--- config.mk ---
export PLATFORM = sky130hd
export DESIGN_NAME = lvl_irq_ctrl
export DESIGN_NICKNAME = d
export VERILOG_FILES = /design/src/rtl/lvl_irq_ctrl.sv
export SDC_FILE = /design/constraint.sdc
export NUM_CORES = 1
export LEC_CHECK = 0
export BUFFER_PORTS_ARGS = -buffer_cell sky130_fd_sc_hd__buf_2
export CORE_MARGIN = 1
export CORE_UTILIZATION = 51
export CTS_CLUSTER_DIAMETER = 60
export DETAILED_ROUTE_END_ITERATION = 10
export PLACE_DENSITY_LB_ADDON = 0.05
export SLEW_MARGIN = 20
export SYNTH_ARGS = -nofsm -noshare
export SYNTH_HDL_FRONTEND = slang
export SYNTH_SLANG_ARGS = --single-unit
--- constraint.sdc ---
create_clock -name clk -period 1.7 [get_ports clk]
set_clock_uncertainty 0.05 [all_clocks]
set_input_delay 0.085 -clock clk [delete_from_list [all_inputs] [get_ports clk]]
set_output_delay 0.085 -clock clk [all_outputs]
set_load 0.05 [all_outputs]
--- src/rtl/lvl_irq_ctrl.sv ---
module lvl_irq_ctrl #(
  parameter int NSRC = 32,
  parameter int AW   = 5,
  parameter int DW   = 32
) (
  input  logic            clk,
  input  logic            rst_n,
  input  logic [NSRC-1:0] req_lvl,
  input  logic [AW-1:0]   bus_addr,
  input  logic            bus_wr,
  input  logic [DW-1:0]   bus_wdata,
  input  logic            bus_rd,
  output logic [DW-1:0]   bus_rdata,
  output logic            irq_norm,
  output logic            irq_fast,
  output logic            irq_endp
);
  localparam int IW = $clog2(NSRC);
  localparam logic [AW-1:0] OFS_CAUSE = AW'(5'h00);
  localparam logic [AW-1:0] OFS_NORM  = AW'(5'h04);
  localparam logic [AW-1:0] OFS_FAST  = AW'(5'h08);
  localparam logic [AW-1:0] OFS_ENDP  = AW'(5'h0c);
  localparam logic [AW-1:0] OFS_STAT  = AW'(5'h10);

  logic [NSRC-1:0] msk_norm, msk_fast, msk_endp;
  logic [NSRC-1:0] pend_norm;
  logic [IW-1:0]   top_idx;
  logic [DW-1:0]   stat_word, rd_mux;

  assign pend_norm = req_lvl & msk_norm;

  always_comb begin
    top_idx = '0;
    for (int i = 0; i < NSRC; i++)
      if (pend_norm[i]) top_idx = IW'(i);
  end

  always_comb begin
    stat_word = '0;
    stat_word[DW-1] = |pend_norm;
    stat_word[IW-1:0] = top_idx;
  end

  always_comb begin
    case (bus_addr)
      OFS_CAUSE: rd_mux = DW'(req_lvl);
      OFS_NORM:  rd_mux = DW'(msk_norm);
      OFS_FAST:  rd_mux = DW'(msk_fast);
      OFS_ENDP:  rd_mux = DW'(msk_endp);
      OFS_STAT:  rd_mux = stat_word;
      default:   rd_mux = '0;
    endcase
  end

  always_ff @(posedge clk) begin
    if (!rst_n) begin
      msk_norm <= '0;
      msk_fast <= '0;
      msk_endp <= '0;
    end else if (bus_wr) begin
      if (bus_addr == OFS_NORM) msk_norm <= bus_wdata[NSRC-1:0];
      if (bus_addr == OFS_FAST) msk_fast <= bus_wdata[NSRC-1:0];
      if (bus_addr == OFS_ENDP) msk_endp <= bus_wdata[NSRC-1:0];
    end
  end

  always_ff @(posedge clk) begin
    if (!rst_n) begin
      bus_rdata <= '0;
      irq_norm  <= 1'b0;
      irq_fast  <= 1'b0;
      irq_endp  <= 1'b0;
    end else begin
      if (bus_rd) bus_rdata <= rd_mux;
      irq_norm <= |pend_norm;
      irq_fast <= |(req_lvl & msk_fast);
      irq_endp <= |(req_lvl & msk_endp);
    end
  end

  AST_RST_MASKS: assert property (@(posedge clk) !rst_n |=> (msk_norm == '0 && msk_fast == '0 && msk_endp == '0));
  AST_CAUSE_LIVE: assert property (@(posedge clk) disable iff (!rst_n) (bus_rd && bus_addr == OFS_CAUSE) |=> bus_rdata == DW'($past(req_lvl)));
  AST_RO_NO_WRITE: assert property (@(posedge clk) disable iff (!rst_n) (bus_wr && (bus_addr == OFS_CAUSE || bus_addr == OFS_STAT)) |=> ($stable(msk_norm) && $stable(msk_fast) && $stable(msk_endp)));
  AST_QUIET_NO_REQ: assert property (@(posedge clk) disable iff (!rst_n) (req_lvl == '0) |=> (!irq_norm && !irq_fast && !irq_endp));
  AST_STAT_EMPTY: assert property (@(posedge clk) disable iff (!rst_n) (bus_rd && bus_addr == OFS_STAT && msk_norm == '0) |=> bus_rdata == '0);
  AST_RDATA_HOLD: assert property (@(posedge clk) disable iff (!rst_n) !bus_rd |=> $stable(bus_rdata));
endmodule

== After elaboration in Yosys (flattened, before gate mapping) ==
Cells that the tools add are included.
Widths: inputs -> output; s select.
Operators by class
  equality and inequality tests: 4
  muxes and demuxes: 32
  bitwise gates (word level): 3
  reductions and logical operators: 7
Operators by type and width (number)
  $pmux 32 s5: 1
  $mux 5: 30
  $and 32x32->32: 3
  $reduce_or 32->1: 3
  $eq 5x4->1 const B: 2
  $reduce_and 2->1: 3
  $eq 5x3->1 const B: 1
  $eq 5x5->1 const B: 1
  $logic_not 5->1: 1
  $mux 1: 1
Storage, ports and cells
  flip-flop bits (word level): 131
  input port bits: 73
  output and inout port bits: 35
  word-level logic and storage cells: 53

== Depth between registers and ports, before layout ==
  depth after elaboration: 33
  mapped depth: 8
  gate-level depth less buffers: 6

== Worst setup path after synthesis ==
Ideal clock, no wire load.
  path type: flip-flop to flip-flop
  start: register msk_norm[19]
  end: register bus_rdata[31]
  library setup time: 0.117 ns
  arrival: 1.630 ns
  data required time: 1.533 ns
  setup slack: -0.098 ns
  stages on the path, launching flop included: 7
  path buffers: 0
  period minus slack after synthesis: 1.798 ns
  path through: dfxtp_1 -> a22oi_1 -> nand4_1 -> or3_1 -> nor3_2 -> o21ai_1 -> a32o_1
Between the ends
  longest elaborated chain between the ends: 3
Ends and longest elaborated chain
  start: declaration: RTL line 25  | logic [NSRC-1:0] msk_norm, msk_fast, msk_endp;
  start signal: assignment: RTL line 61  | if (bus_addr == OFS_NORM) msk_norm <= bus_wdata[NSRC-1:0];
  $and 32x32->32: RTL line 30  | assign pend_norm = req_lvl & msk_norm;
  $reduce_or 32->1: RTL line 40  | stat_word[DW-1] = |pend_norm;
  $pmux 32 s5: RTL line 45  | case (bus_addr)
  end signal: assignment: RTL line 74  | if (bus_rd) bus_rdata <= rd_mux;
  end: declaration: RTL line 13  | output logic [DW-1:0] bus_rdata,
Every way passes these cells.
A chain may end at the register's enable or synchronous reset.

== Final worst setup path ==
  start: register msk_norm[15]
  end: register bus_rdata[31]
Same word-level chain as after synthesis.

==> impl_metrics.json <==
{
  "cts_num_sinks": 131,
  "leakage_nw": 3.41,
  "routed_wl_mm": 24.7,
  "violations": "negative setup slack",
  "grt-ovfl-total": 0,
  "grt_pass1_vias": 7063,
  "ant_nets": 0,
  "fin_nets": 1075,
  "worstPathCellList": "a22oi_2, inv_2, or4_4, nor3_4, o21ai_1, a32o_1",
  "cts_root_buf": "clkbuf_16",
  "viasPerCell": 6.06,
  "whs_ps": 65.4,
  "crit_slowest_cell": "or4_4",
  "pre_cts_slack_ps": -178,
  "synth-main-ff-cell": "dfxtp_1",
  "drc": 0,
  "synthArstFlopShare_pct": 0,
  "grt_max_degree": 53,
  "cts_tree": "built",
  "htree_levels": 4,
  "wire_per_inst_um": 20.9,
  "synth_nets": 849,
  "grt_antenna_before_repair": 0,
  "maxCapViolations": 0,
  "finalSetupViolCount": 3,
  "via_count": 7168,
  "drv_slew": 0,
  "path_clk_slew_ps": 60,
  "synth_top_area_share_pct": 41.3,
  "slew_headroom_pct": 65.9,
  "slowest_delay_ps": 570,
  "worstSetupPathType": "flop to flop",
  "syn_inst": 776,
  "grt_pass1_wl_mm": 38.0,
  "cp.arrival_ps": 2110,
  "cpLargestDelayFamily": "simple AND/OR/NAND/NOR gates",
  "port_buffers": 107,
  "grtUsageTotal_pct": 39.1,
  "ys_types": 43,
  "min_path_type": "input pin to flop",
  "initial_utilization_pct": 52.6,
  "rsz0062_at_grt": "yes",
  "yosysWarnings": 0,
  "hpwl_mm": 17.4,
  "required_ps": 1970,
  "num_io_pins": 108,
  "first_pass_iters": 7,
  "ys_seq_elements": 131,
  "period_share_pct": 108,
  "fp-row-count": 40,
  "vdd.ir_drop.worst_mv": 0.683,
  "die_h_um": 114,
  "finalCriticalPeriod_ps": 1840,
  "drt_iter0_markers": 785,
  "core-area_um2": 12100,
  "synth_top_cell_by_area": "dfxtp_1",
  "finalHoldViolations": 0,
  "cts_buffers": 17,
  "tightest_slew_ps": 511,
  "synthTopCellsByArea": "dfxtp_1 41%, nand2_1 13%, a22oi_1 9.5%, a21boi_0 7.8%, a21boi_1 3.5%",
  "clk_latency_ps": 420,
  "clockBufferDepth": 2,
  "dieWidth_um": 114,
  "syn_area_per_cell_um2": 8.18,
  "synth_edf_count": 0,
  "place_congestion": 0.973,
  "ys_seq_area_share_pct": 41.3,
  "area_growth_pct": 41.5,
  "final.setup.tns_ps": -261,
  "power_density_nw_per_um2": 840,
  "final_util_pct": 74.4,
  "outcome": "finished with violations",
  "cp-end-kind": "flop",
  "syn_area_um2": 6340,
  "yosysMostFrequentCell": "nand2_1",
  "critical_path.max_fanout": 2,
  "fp.dieArea_um2": 12900,
  "drive_gt1_share_pct": 29.2,
  "post_dp_cell_area_um2": 7870,
  "crit_path_start_kind": "flop",
  "finalWorstSetupSlack_ps": -138,
  "synth_top_cells_by_count": "221 x nand2_1, 131 x dfxtp_1, 80 x a22oi_1",
  "crit_buf_inv": 1,
  "fmax_ghz": 0.544,
  "final_area_um2": 8980
}
-- sequential cells by signal (all words and copies together) (netlist names) --
register   flops
irq_norm       1
msk_norm      32
msk_fast      32
msk_endp      32
irq_endp       1
bus_rdata     32
irq_fast       1
-- layer usage --
layer  global-route usage (%)  vias to the layer above  share of wire (%)
li1                         -                     3261                  -
met2                     62.2                      447                 45
met4                     21.4                        0                4.1
met1                     50.4                     3371                 41
met3                     7.01                       89                9.3
met5                        0                        -                  0
-- cell families after synthesis --
| logic type | after synthesis | share of synthesized area (%) |
|---|---|---|
| AOI/OAI and AO/OA | 301 | 34.9 |
| and+or+nand+nor | 284 | 19.6 |
| DFF | 131 | 41.3 |
| buffers and inverters | 59 | 3.94 |
| muxes | 1 | 0.158 |
-- worst paths after layout --
check / from / slack (ps) / depth (start not counted) / to
worst max-delay path: msk_norm[15] / -140 / 6 / bus_rdata[31]
worst max register to register: msk_norm[15] / -140 / 6 / bus_rdata[31]
worst min-delay path: req_lvl[1] / 70 / 3 / bus_rdata[1]
worst min register to register: msk_endp[23] / 440 / 2 / msk_endp[23]
-- cells in the final DEF (no fill, tap or decap), types with 2 or more instances in the layout --
cell / instances
a211oi_1: 2
a21boi_0: 66
a21boi_1: 30
a21oi_1: 33
a221oi_1: 12
a222oi_1: 3
a22o_1: 14
a22oi_1: 71
a22oi_2: 9
a31oi_1: 2
a32o_1: 5
and2_1: 5
and3_1: 2
buf_12: 8
buf_2: 107
buf_4: 115
bufinv_16: 3
clkbuf_16: 17
clkbuf_8: 4
clkinv_2: 3
clkinvlp_4: 3
dfxtp_1: 125
dfxtp_2: 6
dlygate4sd3_1: 32
inv_1: 3
nand2_1: 219
nand2_2: 2
nand3_1: 5
nand4_1: 7
nor2_1: 2
nor2b_1: 32
nor3_4: 2
o21a_1: 28
o21ai_0: 5
o22ai_1: 2
o31a_1: 2
or3_4: 2
-- per-stage QoR --
step	total power, mW	std cells
2_1_floorplan	3.36	776
3_3_place_gp	3.71	1113
3_5_place_dp	3.72	1113
4_1_cts	7.53	1181
5_1_grt	7.71	1182
6_report	7.54	1183
-- final cells by class --
| class | count | area [µm²] |
|---|---|---|
| antenna | 1 | 2.50 |
| clock buffer | 22 | 484 |
| clock inverter | 9 | 128 |
| fill | 937 | 3080 |
| inverter | 4 | 15.0 |
| multi-input combinational | 586 | 3630 |
| sequential | 131 | 2630 |
| tap | 168 | 210 |
| timing repair buffer | 262 | 1880 |
-- worst reg2reg max path, delay by kind of cell, from the launching register on --
kind / cells / cell delay (ps)
flops: 1 / 320
simple gates: 2 / 780
compound gates: 3 / 520
buf+inv: 1 / 70
-- report_power, final --
part / leakage, nW / total (mW) / internal (mW) / switching, mW
registers: 1.06 / 3.11 / 3.09 / 0.0184
logic: 2.06 / 0.642 / 0.292 / 0.350
clock network: 0.294 / 3.79 / 2.44 / 1.35
total: 3.41 / 7.54 / 5.83 / 1.72
-- repair_timing --
item,in CTS,in global routing
hold buffers,32,0
hold endpoints to repair,96,0
buffers inserted,6,2
resized for setup,16,17
pin swaps,9,4
setup endpoints to repair,6,8
Power figures use the tool's default switching activity.
